File: config.mk
export PLATFORM = sky130hd
export DESIGN_NAME = cfg_shift_port
export DESIGN_NICKNAME = d
export VERILOG_FILES = /design/src/rtl/cfgp_pkg.sv /design/src/rtl/cfgp_ctrl.sv /design/src/rtl/cfgp_data.sv /design/src/rtl/cfg_shift_port.sv
export SDC_FILE = /design/constraint.sdc
export NUM_CORES = 1
export LEC_CHECK = 0
export BUFFER_PORTS_ARGS = -buffer_cell sky130_fd_sc_hd__clkbuf_2
export CAP_MARGIN = 15
export CORE_ASPECT_RATIO = 1.4
export CORE_UTILIZATION = 33
export CTS_CLUSTER_SIZE = 8
export DETAILED_ROUTE_END_ITERATION = 10
export HOLD_SLACK_MARGIN = 0.02
export SYNTH_ARGS = -nofsm -noshare
export SYNTH_HDL_FRONTEND = slang
export SYNTH_HIERARCHICAL = 1
export SYNTH_SLANG_ARGS = --single-unit
export TNS_END_PERCENT = 5
File: constraint.sdc
create_clock -name clk -period 4.95 [get_ports clk]
set_clock_uncertainty 0.2 [all_clocks]
set_input_delay 0.99 -clock clk [delete_from_list [all_inputs] [get_ports clk]]
set_output_delay 0.99 -clock clk [all_outputs]
set_load 0.01 [all_outputs]
File: src/rtl/cfgp_pkg.sv
package cfgp_pkg;
  localparam int WORD_W = 16;
  localparam int ATT_W  = 8;
  localparam int ADDR_LO = 9;
  localparam int RSV_LO  = 11;
  localparam int R2_W = 5;
  localparam int R3_W = 9;

  // strobes from the control side to the datapath
  typedef struct packed {
    logic shiftEn;
    logic shiftBit;
    logic commit;
  } strb_t;
endpackage

File: src/rtl/cfgp_ctrl.sv
module cfgp_ctrl #(
  parameter int SYNC_STAGES = 2
) (
  input  logic clk,
  input  logic rstN,
  input  logic swMode,
  input  logic csN,
  input  logic latchIn,
  input  logic sclkIn,
  input  logic sdataIn,
  output cfgp_pkg::strb_t strb
);
  // SYNC_STAGES must be at least 2
  logic [SYNC_STAGES-1:0] sclkSh, dataSh, latchSh, csSh;
  logic sclkPrev, latchPrev;
  logic sclkS, dataS, latchS, csS;

  always_ff @(posedge clk or negedge rstN) begin
    if (!rstN) begin
      sclkSh    <= '0;
      dataSh    <= '0;
      latchSh   <= '0;
      csSh      <= '1;
      sclkPrev  <= 1'b0;
      latchPrev <= 1'b0;
    end else begin
      sclkSh    <= {sclkSh[SYNC_STAGES-2:0], sclkIn};
      dataSh    <= {dataSh[SYNC_STAGES-2:0], sdataIn};
      latchSh   <= {latchSh[SYNC_STAGES-2:0], latchIn};
      csSh      <= {csSh[SYNC_STAGES-2:0], csN};
      sclkPrev  <= sclkS;
      latchPrev <= latchS;
    end
  end

  assign sclkS  = sclkSh[SYNC_STAGES-1];
  assign dataS  = dataSh[SYNC_STAGES-1];
  assign latchS = latchSh[SYNC_STAGES-1];
  assign csS    = csSh[SYNC_STAGES-1];

  always_comb begin
    strb.shiftEn  = sclkS & ~sclkPrev;
    strb.shiftBit = dataS;
    strb.commit   = latchS & ~latchPrev & ~csS & swMode;
  end
endmodule

File: src/rtl/cfgp_data.sv
module cfgp_data
  import cfgp_pkg::*;
(
  input  logic             clk,
  input  logic             rstN,
  input  strb_t            strb,
  input  logic             swMode,
  input  logic [1:0]       hwDeemph,
  input  logic             hwMuteN,
  input  logic [1:0]       hwFmt,
  output logic [ATT_W-1:0] attenL,
  output logic [ATT_W-1:0] attenR,
  output logic             muteOn,
  output logic             deemphOn,
  output logic [1:0]       deemphRate,
  output logic             dacOff,
  output logic [2:0]       fmtCode,
  output logic             lrSwap,
  output logic             slowRoll,
  output logic             invertOut,
  output logic             clkHalf,
  output logic             zeroDetEn
);
  localparam int NUM_REGS = 4;

  logic [WORD_W-1:0] shiftReg;
  logic [ATT_W-1:0]  attLReg, attRReg;
  logic [R2_W-1:0]   ctl2Reg;
  logic [R3_W-1:0]   ctl3Reg;
  logic              wordOk;
  logic [1:0]        wordAddr;
  logic [NUM_REGS-1:0] selReg;

  always_ff @(posedge clk or negedge rstN) begin
    if (!rstN) shiftReg <= '0;
    else if (strb.shiftEn) shiftReg <= {shiftReg[WORD_W-2:0], strb.shiftBit};
  end

  assign wordOk   = (shiftReg[WORD_W-1:RSV_LO] == '0);
  assign wordAddr = shiftReg[ADDR_LO+1:ADDR_LO];

  for (genvar g = 0; g < NUM_REGS; g++) begin : g_sel
    assign selReg[g] = strb.commit & wordOk & (wordAddr == 2'(g));
  end

  always_ff @(posedge clk or negedge rstN) begin
    if (!rstN) begin
      attLReg <= '1;
      attRReg <= '1;
      ctl2Reg <= '0;
      ctl3Reg <= R3_W'(9'h080);
    end else begin
      if (selReg[0] && shiftReg[ATT_W]) attLReg <= shiftReg[ATT_W-1:0];
      if (selReg[1] && shiftReg[ATT_W]) attRReg <= shiftReg[ATT_W-1:0];
      if (selReg[2]) ctl2Reg <= shiftReg[R2_W-1:0];
      if (selReg[3]) ctl3Reg <= shiftReg[R3_W-1:0];
    end
  end

  always_comb begin
    if (swMode) begin
      attenL     = attLReg;
      attenR     = ctl3Reg[2] ? attLReg : attRReg;
      muteOn     = ctl2Reg[0];
      deemphOn   = ctl2Reg[1];
      dacOff     = ctl2Reg[2];
      fmtCode    = {ctl2Reg[4:3], ctl3Reg[0]};
      lrSwap     = ctl3Reg[1];
      slowRoll   = ctl3Reg[3];
      invertOut  = ctl3Reg[4];
      clkHalf    = ctl3Reg[5];
      deemphRate = ctl3Reg[7:6];
      zeroDetEn  = ctl3Reg[8];
    end else begin
      attenL     = '1;
      attenR     = '1;
      muteOn     = ~hwMuteN;
      deemphOn   = |hwDeemph;
      dacOff     = 1'b0;
      fmtCode    = {1'b0, hwFmt[0], hwFmt[1]};
      lrSwap     = 1'b0;
      slowRoll   = 1'b0;
      invertOut  = 1'b0;
      clkHalf    = 1'b0;
      deemphRate = (hwDeemph == 2'b00) ? 2'b10 : hwDeemph;
      zeroDetEn  = 1'b0;
    end
  end
endmodule

File: src/rtl/cfg_shift_port.sv
module cfg_shift_port #(
  parameter int SYNC_STAGES = 2
) (
  input  logic       clk,
  input  logic       rstN,
  input  logic       swMode,
  input  logic       csN,
  input  logic       latchIn,
  input  logic       sclkIn,
  input  logic       sdataIn,
  input  logic [1:0] hwDeemph,
  input  logic       hwMuteN,
  input  logic [1:0] hwFmt,
  output logic [7:0] attenL,
  output logic [7:0] attenR,
  output logic       muteOn,
  output logic       deemphOn,
  output logic [1:0] deemphRate,
  output logic       dacOff,
  output logic [2:0] fmtCode,
  output logic       lrSwap,
  output logic       slowRoll,
  output logic       invertOut,
  output logic       clkHalf,
  output logic       zeroDetEn
);
  cfgp_pkg::strb_t strb;

  cfgp_ctrl #(.SYNC_STAGES(SYNC_STAGES)) u_ctrl (
    .clk(clk), .rstN(rstN), .swMode(swMode), .csN(csN), .latchIn(latchIn),
    .sclkIn(sclkIn), .sdataIn(sdataIn), .strb(strb)
  );

  cfgp_data u_data (
    .clk(clk), .rstN(rstN), .strb(strb), .swMode(swMode),
    .hwDeemph(hwDeemph), .hwMuteN(hwMuteN), .hwFmt(hwFmt),
    .attenL(attenL), .attenR(attenR), .muteOn(muteOn), .deemphOn(deemphOn),
    .deemphRate(deemphRate), .dacOff(dacOff), .fmtCode(fmtCode),
    .lrSwap(lrSwap), .slowRoll(slowRoll), .invertOut(invertOut),
    .clkHalf(clkHalf), .zeroDetEn(zeroDetEn)
  );
endmodule

# [Word-level counts from Yosys, hierarchy flattened]
# Cells that the tools add are included.
[word_totals] elab_cells=47 ramBits=0 latchBits=0 rom_bits=0 out_inout_bits=29 n_memories=0 input_bits=12 register_bits=56
[classes] eq_ne=3 mux=14 n_addsub=0 div_mod_pow=0 n_shift=0 n_reduce_logical=6 n_lt_le_gt_ge=0 n_mul=0 bitwise=13
[op_table] operator="2-to-1 mux 8 bit" n=3
[op_table] operator="AND 1 bit" n=9
[op_table] operator="2-to-1 mux 1 bit" n=8
[op_table] operator="zero test 5 bit" n=1
[op_table] operator="equality test 2 bit, second input constant" n=2
[op_table] operator="zero test 2 bit" n=2
[op_table] operator="2-to-1 mux 2 bit" n=2
[op_table] operator="inverter 1 bit" n=4
[op_table] operator="2-to-1 mux 3 bit" n=1
[op_table] operator="equality test 2 x 1 -> 1 bit, second input constant" n=1
[op_table] operator="logical AND 1 bit" n=2
[op_table] operator="OR reduction 2 bit" n=1

# [Logic depth before layout (Yosys ltp)]
[logic_depth] ltp_word=7 ltp_mapped=5 depth_no_buf=4

# [Hierarchy]
# The synthesis kept the hierarchy.
[modules_own_cells] mod="cfgp_data" cells_each=151 area_per_inst_um2=2078.2 instances=1 seq_area_each_um2=1172.4
[modules_own_cells] mod="cfgp_ctrl" cells_each=13 area_per_inst_um2=279.0 instances=1 seq_area_each_um2=252.7

# [Worst setup path before layout]
# Ideal clock, no wire load.
[synth_path] kind="input port to output port" startpoint="in swMode" endpoint="out deemphRate[0]" arrival_ps=1703 path_slack_ps=2057 path_stages=4 t_required_ps=3760 cell_sequence="clkbuf_1 clkbuf_1 nand2_1 nand2_1"
[synth_via] elab_chain_len=1
[synth_rtl] element="start: declaration" line_no="cfg_shift_port.sv:6" rtl="input logic swMode,"
[synth_rtl] element="2-to-1 mux 2 bit" line_no="cfgp_data.sv:61" rtl="if (swMode) begin"
[synth_rtl] element="end: declaration" line_no="cfg_shift_port.sv:18" rtl="output logic [1:0] deemphRate,"
# No other way between the ends.

# [Worst setup path in the final report]
[layout_path] startpoint="in swMode" endpoint="out fmtCode[0]"
[layout_via] elab_chain_len=1
[layout_rtl] element="2-to-1 mux 3 bit" line_no="cfgp_data.sv:61"
[layout_rtl] element="end: declaration" line_no="cfg_shift_port.sv:20" rtl="output logic [2:0] fmtCode,"
# No other way between the ends.

==> impl_metrics.ini <==
[run_status]
status = complete, no violations

[placement]
place.port_buffers = 40
place_hpwl_um = 2660
gp_congestion = 0.682

[detailed_routing]
wl_per_cell_um = 13.3
finalWirelength_um = 4020
drtIter0Drc = 26
ant_nets = 0
vias_per_cell = 4.51
num_vias = 1358
dr.pass1.iters = 2
drcViolationCount = 0

[synth]
synth_top_family_by_area = multiplexers
muxShareOfSynthArea = 0.263
seq_area_frac_synth = 0.605
syn-num-nets = 176
netlist_instances = 164
synth_compound_area_frac = 0.00637
ys_warn_count = 6
synthSimpleGateAreaFrac = 0.106
synth_fa_ha_area_frac = 0
synthXorXnorAreaFrac = 0
post_synth_num_cell_types = 23
syn_area_um2 = 2360
synth_top_area_cell = dfrtp_1
ys_seq_elements = 56
synthTopCellsByArea = dfrtp_1 39%, mux2_2 23%, dfstp_2 21%, mux2i_1 3.4%, nand2b_1 2.4%
synth_top_area_frac = 0.393
syn_avg_cell_area_um2 = 14.4

[power_and_ir_drop]
power.share.clock = 0.237
power_frac_comb = 0.196
power_switching_uw = 339
p_int_uw = 886
p_leak_uw = 0.00129
p_per_area_nw_per_um2 = 444
irDropWorstVdd_v = 0.000200
power_frac_seq = 0.567
swShare = 0.276

[floorplan]
initial_core_util = 0.340
rows = 36
dieArea_um2 = 7490
coreArea_um2 = 6940
io_pins = 41
die_h_um = 102
die_w_um = 73.4

[worst_hold_path]
worstHoldPathType = reg -> reg
holdCritStartpoint = u_ctrl/dataSh[0]
whs_endpoint = u_ctrl/dataSh[1]
hold_depth = 0

[sta]
fin_crit_ns = 3.17
worst_pin_slew_ns = 0.597
setup_viol = 0
relSlewSlack = 0.602
post-route-period-util = 0.640
fmax_mhz = 316
slew_viol_final = 0
setup_tns_ns = 0
hold_violations = 0
grt_setup_unrepaired = no
hold_slack_ns = 0.154

[run]
cap_viol_max_count = 0

[clock_tree]
cts_buffers = 5
cts_tree = done
root_buffer = clkbuf_8
cts_setup_buffers = 0
ctsHoldBuffers = 0
cts_sinks = 56
clkTransAtPathRegs_ns = 0.09
clk_latency_ns = 0.30
cts_max_path_buffers = 2
ctsResizeCount = 0
htreeDepth = 2

[grt]
grt_max_degree = 34
antenna_found_initial = 0
grt_pass1_wl_um = 6640
grt_pass1_vias = 1264
grt_usage = 0.121
overflow = 0

[worst_setup_path]
reg2reg_depth = 4
r2r_end = u_data/ctl3Reg[3]
crit_path_start_kind = input pin
r2r_start = u_ctrl/csSh[1]
arrival_ns = 1.98
path_class = in -> out
regToRegSetupSlack_ns = 3.02
worstPathRequired_ns = 3.76
cp-end-kind = primary output
worstPathMaxFanout = 33

[layout]
drive_gt1_frac = 0.587
syn2layout_area_growth_pct = 16.9
diodes = 0
fillers = 695
nets = 217
-- worst max path at each step --
| stage | from | end | slack, ns | cells past startpoint |
|---|---|---|---|---|
| after floorplan | swMode | deemphRate[0] | 2.06 | 4 |
| after global placement | swMode | fmtCode[0] | 1.78 | 3 |
| after detailed placement | swMode | fmtCode[0] | 1.73 | 3 |
| after CTS | swMode | fmtCode[0] | 1.72 | 3 |
| after global routing | swMode | deemphRate[1] | 1.67 | 5 |
| final | swMode | fmtCode[0] | 1.78 | 3 |
-- metal layers --
layer	global-route usage	routed length, um	share of wire
met1	0.161	1920	0.48
met2	0.192	1890	0.47
met3	0.0266	142	0.035
met4	0.0488	60	0.015
met5	0	0	0
-- metrics by stage --
step	utilization	setup slack, ns	total power [uW]	instances	instance area (um^2)
after global routing	0.397	1.67	1300	301	2760
after detailed placement	0.382	1.73	951	293	2650
after CTS	0.397	1.72	1250	301	2760
after global placement	0.382	1.78	942	293	2650
after floorplan	-	2.06	853	164	2360
final	0.397	1.78	1220	301	2760
-- state kept, by name, indices dropped and copies added, names as in the netlist --
register          count
u_ctrl/dataSh         2
u_data/ctl3Reg        9
u_ctrl/sclkSh         2
u_data/ctl2Reg        5
u_ctrl/latchPrev      1
u_data/shiftReg      16
u_ctrl/sclkPrev       1
u_ctrl/csSh           2
u_ctrl/latchSh        2
u_data/attRReg        8
u_data/attLReg        8
-- synth_stat cells (all sizes together) --
cell type / n
mux2: 48
nor2: 2
nor2b: 3
and4bb: 1
dfrtp: 37
nand4: 1
dfstp: 19
nand3: 2
inv: 1
o21ai: 2
and4: 1
buf: 3
nor3b: 1
a21oi: 1
nor4: 1
and2: 7
clkbuf: 5
nand2b: 9
mux2i: 8
nand2: 12
-- final cells by class --
type,instances,area [um^2],share of cell area
Clock buffer,6,72.6,0.0263
Clock inverter,2,35.0,0.0127
Tap cell,95,119,0.0431
Sequential cell,56,1430,0.517
Timing Repair Buffer,42,215,0.0781
Inverter,1,3.75,0.00136
Multi-Input combinational cell,99,886,0.321
-- power groups by stage --
| stage | combinational [uW] | clock (uW) | sequential, uW |
|---|---|---|---|
| after floorplan | 187 | 0 | 665 |
| after global placement | 239 | 0 | 703 |
| after detailed placement | 245 | 0 | 706 |
| after CTS | 246 | 303 | 697 |
| after global routing | 267 | 321 | 717 |
| final | 240 | 291 | 695 |
-- critical path, cell delays in order --
cell and delay, ns:
clkbuf_2 0.46, mux2_2 0.40, clkbuf_2 0.12
-- kinds of logic (layout without fill, tap and decap cells) --
logic type | Yosys count | count (layout)
DFF | 56 | 56
muxes | 56 | 56
buffers and inverters | 9 | 51
AOI/OAI and AO/OA | 3 | 3
and+or+nand+nor | 40 | 40
-- layout by cell type, fill, tap and decap left out, types with 2 or more instances in the layout --
cell,n
clkbuf_8,5
dfrtp_1,37
mux2_2,48
clkbuf_2,40
o21ai_0,2
nor2_1,2
mux2i_1,8
nor2b_1,3
and2_1,7
buf_4,2
nand2b_1,9
nand2_1,12
dfstp_2,19
No activity file was read; power rests on OpenSTA's default activity.
